`src/rtl/lsdom_pkg.sv`:
```
package lsdom_pkg;
  // Bit positions of the register image
  localparam int B_OSC_EN  = 0;
  localparam int B_OSC_RDY = 1;
  localparam int B_BYP     = 2;
  localparam int B_DRV     = 3;   // two bits
  localparam int B_SUP_EN  = 5;
  localparam int B_FAIL    = 6;
  localparam int B_SYS_EN  = 7;
  localparam int B_SRC     = 8;   // two bits
  localparam int B_SYS_RDY = 10;
  localparam int B_TK_EN   = 11;
  localparam int B_DOM_RST = 16;
  localparam int MIN_DATA_W = B_DOM_RST + 1;

  typedef struct packed {
    logic       dom_rst;
    logic       tk_en;
    logic [1:0] src;
    logic       sys_en;
    logic       sup_en;
    logic [1:0] drv;
    logic       byp;
    logic       osc_en;
  } lsdom_ctl_t;
endpackage

```
`src/rtl/lsdom_edge_sync.sv`:
```
module lsdom_edge_sync #(
  parameter int STAGES = 2
) (
  input  logic clk,
  input  logic rst,
  input  logic async_in,
  output logic tick
);
  logic [STAGES-1:0] sync_q;
  logic              last_q;

  generate
    if (STAGES == 1) begin : g_one
      always_ff @(posedge clk) begin
        if (rst) sync_q <= '0;
        else     sync_q <= async_in;
      end
    end else begin : g_chain
      always_ff @(posedge clk) begin
        if (rst) sync_q <= '0;
        else     sync_q <= {sync_q[STAGES-2:0], async_in};
      end
    end
  endgenerate

  always_ff @(posedge clk) begin
    if (rst) last_q <= 1'b0;
    else     last_q <= sync_q[STAGES-1];
  end

  assign tick = sync_q[STAGES-1] & ~last_q;
endmodule

```
`src/rtl/lsdom_osc_ready.sv`:
```
module lsdom_osc_ready #(
  parameter int START_EDGES = 16,
  parameter int STOP_EDGES  = 6
) (
  input  logic clk,
  input  logic rst,
  input  logic clr,
  input  logic en,
  input  logic tick,
  output logic rdy
);
  localparam int MAXE = (START_EDGES > STOP_EDGES) ? START_EDGES : STOP_EDGES;
  localparam int CW   = $clog2(MAXE + 1);
  localparam logic [CW-1:0] START_LAST = CW'(START_EDGES - 1);
  localparam logic [CW-1:0] STOP_LAST  = CW'(STOP_EDGES - 1);

  logic [CW-1:0] cnt_q;

  always_ff @(posedge clk) begin
    if (rst || clr) begin
      rdy   <= 1'b0;
      cnt_q <= '0;
    end else if (en) begin
      if (rdy) begin
        cnt_q <= '0;
      end else if (tick) begin
        if (cnt_q == START_LAST) begin
          rdy   <= 1'b1;
          cnt_q <= '0;
        end else begin
          cnt_q <= cnt_q + 1'b1;
        end
      end
    end else begin
      if (!rdy) begin
        cnt_q <= '0;
      end else if (tick) begin
        if (cnt_q == STOP_LAST) begin
          rdy   <= 1'b0;
          cnt_q <= '0;
        end else begin
          cnt_q <= cnt_q + 1'b1;
        end
      end
    end
  end
endmodule

```
`src/rtl/lsdom_sys_ready.sv`:
```
module lsdom_sys_ready #(
  parameter int EDGES = 2
) (
  input  logic clk,
  input  logic rst,
  input  logic clr,
  input  logic cond,
  input  logic tick,
  output logic rdy
);
  localparam int CW = $clog2(EDGES + 1);
  localparam logic [CW-1:0] LAST = CW'(EDGES - 1);

  logic [CW-1:0] cnt_q;

  always_ff @(posedge clk) begin
    if (rst || clr || !cond) begin
      rdy   <= 1'b0;
      cnt_q <= '0;
    end else if (tick && !rdy) begin
      if (cnt_q == LAST) begin
        rdy   <= 1'b1;
        cnt_q <= '0;
      end else begin
        cnt_q <= cnt_q + 1'b1;
      end
    end
  end
endmodule

```
`src/rtl/lsdom_fail_wdog.sv`:
```
module lsdom_fail_wdog #(
  parameter int WINDOW = 48
) (
  input  logic clk,
  input  logic rst,
  input  logic clr,
  input  logic arm,
  input  logic tick,
  output logic fail
);
  localparam int CW = $clog2(WINDOW + 1);
  localparam logic [CW-1:0] LAST = CW'(WINDOW - 1);

  logic [CW-1:0] gap_q;

  always_ff @(posedge clk) begin
    if (rst || clr) begin
      fail  <= 1'b0;
      gap_q <= '0;
    end else if (!arm || fail || tick) begin
      gap_q <= '0;
    end else if (gap_q == LAST) begin
      fail  <= 1'b1;
    end else begin
      gap_q <= gap_q + 1'b1;
    end
  end
endmodule

```
`src/rtl/lsdom_ctrl.sv`:
```
module lsdom_ctrl
  import lsdom_pkg::*;
#(
  parameter int DATA_W       = 32,
  parameter int START_EDGES  = 16,
  parameter int STOP_EDGES   = 6,
  parameter int SYSRDY_EDGES = 2,
  parameter int FAIL_WINDOW  = 48,
  parameter int SYNC_STAGES  = 2
) (
  input  logic              clk,
  input  logic              rst,
  input  logic              bus_wr,
  input  logic [DATA_W-1:0] bus_wdata,
  output logic [DATA_W-1:0] bus_rdata,
  input  logic              ls_clk_in,
  output logic              osc_en_o,
  output logic              osc_bypass_o,
  output logic [1:0]        osc_drive_o,
  output logic [1:0]        tk_src_o,
  output logic              tk_clk_en_o,
  output logic              ls_sys_gate_o,
  output logic              clk_fail_o,
  output logic              dom_rst_o
);
  lsdom_ctl_t ctl_q;
  logic       ls_tick;
  logic       osc_rdy;
  logic       sys_rdy;
  logic       fail;
  logic       dom_hold;
  logic       byp_open;
  logic       src_open;
  logic       sup_next;
  logic       unused_wbits;

  assign unused_wbits = ^bus_wdata;

  // Domain reset wins on the edge it is written and while it stays set
  assign dom_hold = ctl_q.dom_rst | (bus_wr & bus_wdata[B_DOM_RST]);
  assign byp_open = ~ctl_q.osc_en & ~osc_rdy;
  assign src_open = (ctl_q.src == 2'b00) | fail;
  assign sup_next = ctl_q.sup_en
                  ? (fail ? bus_wdata[B_SUP_EN] : 1'b1)
                  : (bus_wdata[B_SUP_EN] & ctl_q.osc_en & osc_rdy & (ctl_q.src != 2'b00));

  always_ff @(posedge clk) begin
    if (rst) begin
      ctl_q <= '0;
    end else if (dom_hold) begin
      ctl_q         <= '0;
      ctl_q.dom_rst <= bus_wr ? bus_wdata[B_DOM_RST] : 1'b1;
    end else if (bus_wr) begin
      ctl_q.osc_en <= bus_wdata[B_OSC_EN];
      if (byp_open) ctl_q.byp <= bus_wdata[B_BYP];
      ctl_q.drv    <= bus_wdata[B_DRV +: 2];
      ctl_q.sup_en <= sup_next;
      ctl_q.sys_en <= bus_wdata[B_SYS_EN];
      if (src_open) ctl_q.src <= bus_wdata[B_SRC +: 2];
      ctl_q.tk_en  <= bus_wdata[B_TK_EN];
    end
  end

  lsdom_edge_sync #(.STAGES(SYNC_STAGES)) u_sync (
    .clk(clk), .rst(rst), .async_in(ls_clk_in), .tick(ls_tick)
  );

  lsdom_osc_ready #(.START_EDGES(START_EDGES), .STOP_EDGES(STOP_EDGES)) u_osc (
    .clk(clk), .rst(rst), .clr(dom_hold), .en(ctl_q.osc_en), .tick(ls_tick), .rdy(osc_rdy)
  );

  lsdom_sys_ready #(.EDGES(SYSRDY_EDGES)) u_sysrdy (
    .clk(clk), .rst(rst), .clr(dom_hold),
    .cond(ctl_q.sys_en & ctl_q.osc_en & osc_rdy),
    .tick(ls_tick), .rdy(sys_rdy)
  );

  lsdom_fail_wdog #(.WINDOW(FAIL_WINDOW)) u_wdog (
    .clk(clk), .rst(rst), .clr(dom_hold), .arm(ctl_q.sup_en), .tick(ls_tick), .fail(fail)
  );

  always_comb begin
    bus_rdata                 = '0;
    bus_rdata[B_OSC_EN]       = ctl_q.osc_en;
    bus_rdata[B_OSC_RDY]      = osc_rdy;
    bus_rdata[B_BYP]          = ctl_q.byp;
    bus_rdata[B_DRV +: 2]     = ctl_q.drv;
    bus_rdata[B_SUP_EN]       = ctl_q.sup_en;
    bus_rdata[B_FAIL]         = fail;
    bus_rdata[B_SYS_EN]       = ctl_q.sys_en;
    bus_rdata[B_SRC +: 2]     = ctl_q.src;
    bus_rdata[B_SYS_RDY]      = sys_rdy;
    bus_rdata[B_TK_EN]        = ctl_q.tk_en;
    bus_rdata[B_DOM_RST]      = ctl_q.dom_rst;
  end

  assign osc_en_o      = ctl_q.osc_en;
  assign osc_bypass_o  = ctl_q.byp;
  assign osc_drive_o   = ctl_q.byp ? 2'b00 : ctl_q.drv;
  assign tk_src_o      = ctl_q.src;
  assign tk_clk_en_o   = ctl_q.tk_en;
  assign ls_sys_gate_o = sys_rdy;
  assign clk_fail_o    = fail;
  assign dom_rst_o     = ctl_q.dom_rst;
endmodule

```
`config.mk`:
```
export PLATFORM = sky130hd
export DESIGN_NAME = lsdom_ctrl
export DESIGN_NICKNAME = d
export VERILOG_FILES = /design/src/rtl/lsdom_pkg.sv /design/src/rtl/lsdom_edge_sync.sv /design/src/rtl/lsdom_osc_ready.sv /design/src/rtl/lsdom_sys_ready.sv /design/src/rtl/lsdom_fail_wdog.sv /design/src/rtl/lsdom_ctrl.sv
export SDC_FILE = /design/constraint.sdc
export NUM_CORES = 1
export LEC_CHECK = 0
export BUFFER_PORTS_ARGS = -buffer_cell sky130_fd_sc_hd__buf_2
export CAP_MARGIN = 20
export CORE_MARGIN = 2
export CORE_UTILIZATION = 49
export CTS_CLUSTER_DIAMETER = 80
export CTS_CLUSTER_SIZE = 14
export DETAILED_ROUTE_END_ITERATION = 7
export PLACE_DENSITY_LB_ADDON = 0.25
export SLEW_MARGIN = 20
export SYNTH_ARGS = -nofsm -noshare
export SYNTH_HDL_FRONTEND = slang
export SYNTH_HIERARCHICAL = 1
export SYNTH_SLANG_ARGS = --single-unit
```
`constraint.sdc`:
```
create_clock -name clk -period 4.3 [get_ports clk]
set_input_delay 0.645 -clock clk [delete_from_list [all_inputs] [get_ports clk]]
set_output_delay 0.645 -clock clk [all_outputs]
set_load 0.02 [all_outputs]
```
# Yosys cells after proc, flatten, opt, wreduce, memory -nomap -nowiden
# Index checks and enable logic that the tools add are counted.
[word_totals]
input_bits = 36
elab_cells = 75
latch_bits = 0
mem_bits_rw = 0
reg_bits = 29
rom_bits = 0
out_inout_bits = 42
memories = 0
[op_classes]
n_shift = 0
order_cmp = 0
div_mod_pow = 0
n_addsub = 3
multipliers = 0
eq_ne = 6
n_mux = 19
bitwise = 14
n_reduce_logical = 17
[ops]
columns = ["cell", "n"]
rows = [
  ["$mux W5", 7],
  ["$mux W1", 10],
  ["$reduce_and A2 Y1", 5],
  ["$and A1 B1 Y1", 8],
  ["$add A6 B1 Y6 const B", 1],
  ["$eq A6 B6 Y1 const B", 1],
  ["$add A5 B1 Y5 const B", 1],
  ["$eq A5 B3 Y1 const B", 1],
  ["$eq A5 B4 Y1 const B", 1],
  ["$logic_or A1 B1 Y1", 4],
  ["$mux W2", 2],
  ["$not A1 Y1", 4],
  ["$reduce_or A2 Y1", 2],
  ["$logic_not A1 Y1", 3],
  ["$ne A3 B1 Y1 const B", 1],
  ["$ne A3 B2 Y1 const B", 1],
  ["$add A2 B1 Y2 const B", 1],
  ["$eq A2 B1 Y1 const B", 1],
  ["$logic_not A2 Y1", 1],
  ["$or A1 B1 Y1", 2],
  ["$reduce_bool A2 Y1", 1],
  ["$logic_and A1 B1 Y1", 1],
]

# Logic depth before layout (Yosys ltp)
[logic_depth]
ltp_word = 5
mapped_depth = 7
ltp_nobuf = 7

# Hierarchy
# Netlist, hierarchy kept.
[by_module_without_submodules]
columns = ["mod", "n_inst", "cells_each", "seq_area_each_um2", "area_each_um2"]
rows = [
  ["lsdom_ctrl", 1, 72, 200.2, 653.1],
  ["lsdom_osc_ready", 1, 47, 120.1, 419.2],
  ["lsdom_fail_wdog", 1, 37, 140.1, 327.8],
  ["lsdom_sys_ready", 1, 11, 60.1, 121.4],
  ["lsdom_edge_sync", 1, 7, 60.1, 87.6],
]

# Worst setup path after synthesis
# OpenSTA, ideal clock, no wires.
[synth_path]
path_kind = "input to register"
start = "input bus_wdata[16]"
end = "register u_osc.cnt_q[2]"
t_arrival_ns = 1.547
n_path_buf = 0
path_slack_ns = 2.679
t_required_ns = 4.225
setup_ns = 0.075
cell_stages = 4
path_cell_list = "a21o_1 > or2_1 > or3_1 > o22ai_1"
[synth_via]
elab_chain_len = 3
[synth_lines]
columns = ["element", "line", "rtl"]
rows = [
  ["start: declaration", "lsdom_ctrl.sv:14", "input logic [DATA_W-1:0] bus_wdata,"],
  ["$and A1 B1 Y1", "lsdom_ctrl.sv:40", "assign dom_hold = ctl_q.dom_rst | (bus_wr & bus_wdata[B_DOM_RST]);"],
  ["$or A1 B1 Y1", "lsdom_ctrl.sv:40", ""],
  ["$logic_or A1 B1 Y1", "lsdom_osc_ready.sv:20", "if (rst || clr) begin"],
  ["end signal: assignment", "lsdom_osc_ready.sv:31", "cnt_q <= cnt_q + 1'b1;"],
  ["end signal: assignment", "lsdom_osc_ready.sv:42", "cnt_q <= cnt_q + 1'b1;"],
  ["end: declaration", "lsdom_osc_ready.sv:17", "logic [CW-1:0] cnt_q;"],
]
# Every way passes these cells.
# A chain may end at the register's enable or synchronous reset.

# Worst setup path after layout
[layout_path]
start = "register ctl_q (netlist bit osc_en_o)"
end = "output osc_en_o"
[layout_rtl]
columns = ["element", "line", "rtl"]
rows = [
  ["start: declaration", "lsdom_ctrl.sv:26", "lsdom_ctl_t ctl_q;"],
  ["end: declaration", "lsdom_ctrl.sv:17", "output logic osc_en_o,"],
]
# No word-level cell between the ends.

==> run metrics <==
status=finished clean; largest net degree at the start of global routing=13; Final Hold Fails=0; Routed WL=~2800 um; CP Data Arrival Time=~1.1 ns; Post-Synth Simple-Gate Area=0.2302; fin crit share=0.4023; synthesized flop and latch total=29; P per Cell Area=309.0 nW/um2; DR WL/cell=roughly 11 um; hold slack=~0.45 ns; Starting Density=0.5228; fraction of layout cells with a size suffix above 1=0.3039; Final Max Slew Viols=0; Critical Path Sink Type=primary output; worst slew pin tran=about 0.55 ns; clk buf depth=2; IO Port Bufs=36; die height=61.31 um; clock skew=~0.0074 ns; CP Max Fanout=9; sw power=146.5 uW; Final HPWL DP=approximately 2100 um; Die W=between 60 and 70 um; Crit-path slowest cell=dfxtp_1; adder-cell share of the synthesized area=0.03888; post-CTS sizing=0; clk_lat worst skew=around 0.33 ns; TritonCTS clock tree=built; RSZ-0062 raised after global routing=false; total negative slack=0 ns; Tot Pwr=536.6 uW; IO Count=78; Worst Path Buf+Inv=1; Final ANT Viol Nets=0; MaxCap Viol Count=0; largest family of logic cells by synthesized area=simple AND/OR/NAND/NOR gates; Post-synth EDFFs=0; Post-CTS Setup Repair Bufs=0; initial antenna violation count=0; Syn Std Cell Area=between 1500 and 2000 um2; Vias=between 1000 and 1500; Num CTS Buffers=5; clock sink total=29; fin crit period=roughly 1.7 ns; Primary FF master, synth=dfxtp_1; row count=20; Worst EP required=3.65 ns; Post-synth ARST share=0; Post-CTS Hold Buffers=0; Seq pwr share=0.520; Nets=around 240; first-pass GRT wire length=4360 um; Global Route Usage Sum=0.1607; switching part of the total power=0.2729; Relative slew margins=0.6357; startpoint class of the critical path=flop; Comb pwr share=0.127; Int Pwr=around 390 uW; diode count=0; Final Wtd Congestion=~0.77; CP delay by family, top=flip-flops; fmax=0.5781 GHz; XOR/XNOR share of the synthesized area=0.01089; Area after DPL=1667 um2; CP peak stage delay=approximately 0.52 ns; peak supply drop=approximately 200 uV; initial DRC count=39; fin area=roughly 1700 um2; Clock power frac=0.353; Vias/cell=4.940; H-tree depth=2; area delta synth->final=7.932%; critical-path cell list=buf_2; Remaining DRCs=0; post-synth cell types=between 40 and 50; Syn Area/Cell=roughly 9 um2; Leak=0.0008132 uW; iteration count of the initial detailed-routing pass=4; post-synthesis mux area share=0.04355; vias in the first global route=1061; CTS clk-pin slew, worst paths=0.09 ns; Place WS=~2.4 ns; post-synthesis sequential area ratio=0.3608; global route overflow=0; Compound-Gate Fraction of Synth Area=0.1493; Worst Slack Setup Final=roughly 2.6 ns; Filler Cells Inserted=288; worst min path class=flop to flop; Setup Viol. Count Final=0; yosys warns=6; Synth Instances=~170; die area=between 3000 and 4000 um2; Core ar.=slightly above 3000 um2; critical path type=flop to primary output; root buffer cell=clkbuf_4
[cells in the final DEF, fill, tap and decap left out, types with 5 or more instances in the layout]
| cell | instances |
|---|---|
| buf_2 | 36 |
| nand3_1 | 7 |
| nor2_1 | 8 |
| nor2b_1 | 7 |
| clkbuf_4 | 5 |
| ha_1 | 5 |
| nand2_1 | 8 |
| nor2_2 | 6 |
| conb_1 | 19 |
| mux2i_1 | 7 |
| a21oi_1 | 8 |
| dfxtp_1 | 29 |
| inv_1 | 5 |
[state kept, by name (all words and copies together), names as in the netlist]
| name | cells |
|---|---|
| osc_en_o | 1 |
| u_sync/sync_q | 2 |
| tk_clk_en_o | 1 |
| u_sysrdy/rdy | 1 |
| osc_bypass_o | 1 |
| u_sysrdy/cnt_q | 2 |
| u_osc/rdy | 1 |
| bus_rdata | 4 |
| tk_src_o | 2 |
| dom_rst_o | 1 |
| u_wdog/gap_q | 6 |
| u_osc/cnt_q | 5 |
| u_sync/last_q | 1 |
| u_wdog/fail | 1 |
[cells in the mapped netlist (2+ instances only)]
cell type   n  area share
xnor2_1     2       0.011
o211a_1     2       0.012
nor3_1      4       0.012
or2_1       2      0.0078
a21oi_1     8       0.025
nand2_1     8       0.019
and3_1      2      0.0078
nor2b_1     7       0.027
nand2b_1    2      0.0078
nand3_1     7       0.022
ha_1        5       0.039
a21o_1      4       0.019
a31oi_1     3       0.012
a32oi_1     2       0.011
nor2_2      6       0.023
dfxtp_1    29        0.36
nor2_1      8       0.019
o21a_1      2      0.0093
o22ai_1     2      0.0078
o21ai_0     2      0.0062
buf_4      29        0.14
mux2i_1     7       0.044
or3_1       2      0.0078
inv_1       5       0.012
buf_6       2       0.014
nand2b_4    2       0.017
[per-layer routing]
layer	vias to the layer above	wire length, um	GRT usage
li1	610	-	-
met1	566	1218	0.1818
met2	43	1301	0.2629
met3	6	203	0.06723
met4	0	50	0.07453
met5	-	0	0
[through the flow]
step	utilization	instances
after global placement	0.5415	240
after detailed placement	0.5415	240
after CTS	0.5642	248
final	0.5642	248
after floorplan	-	192
after global routing	0.5642	248
[power groups by stage]
stage	Combinational, uW	Sequential, uW	Clock (uW)
2_1_floorplan	63.3	290	0
3_3_place_gp	67.1	285	0
3_5_place_dp	68.1	285	0
4_1_cts	68.3	279	197
5_1_grt	75.0	280	208
6_report	68.3	279	189
[path summary, 6_finish.rpt]
kind                    start          endpoint  slack (ns)  cells past startpoint
min          u_sync/sync_q[0]  u_sync/sync_q[1]        0.45                      1
max reg2reg    u_osc/cnt_q[0]    u_osc/cnt_q[3]        2.70                      7
min reg2reg  u_sync/sync_q[0]  u_sync/sync_q[1]        0.45                      1
max                  osc_en_o          osc_en_o        2.57                      1
[cells by family after synthesis]
group | Yosys count
buf+inv | 37
simple gates | 61
fa+ha+maj | 5
flops | 29
xor+xnor | 2
mux | 7
compound gates | 32
other cells | 1
[layout make-up]
type / instances / area, um2 / area share
Multi-Input combinational cell: 126 / 832.0 / 0.4791
Clock buffer: 7 / 65.06 / 0.03746
Clock inverter: 1 / 5.005 / 0.002882
Sequential cell: 29 / 580.6 / 0.3343
Timing Repair Buffer: 36 / 180.2 / 0.1037
Tap cell: 44 / 55.05 / 0.03170
Inverter: 5 / 18.77 / 0.01081
Power figures use the tool's default switching activity.
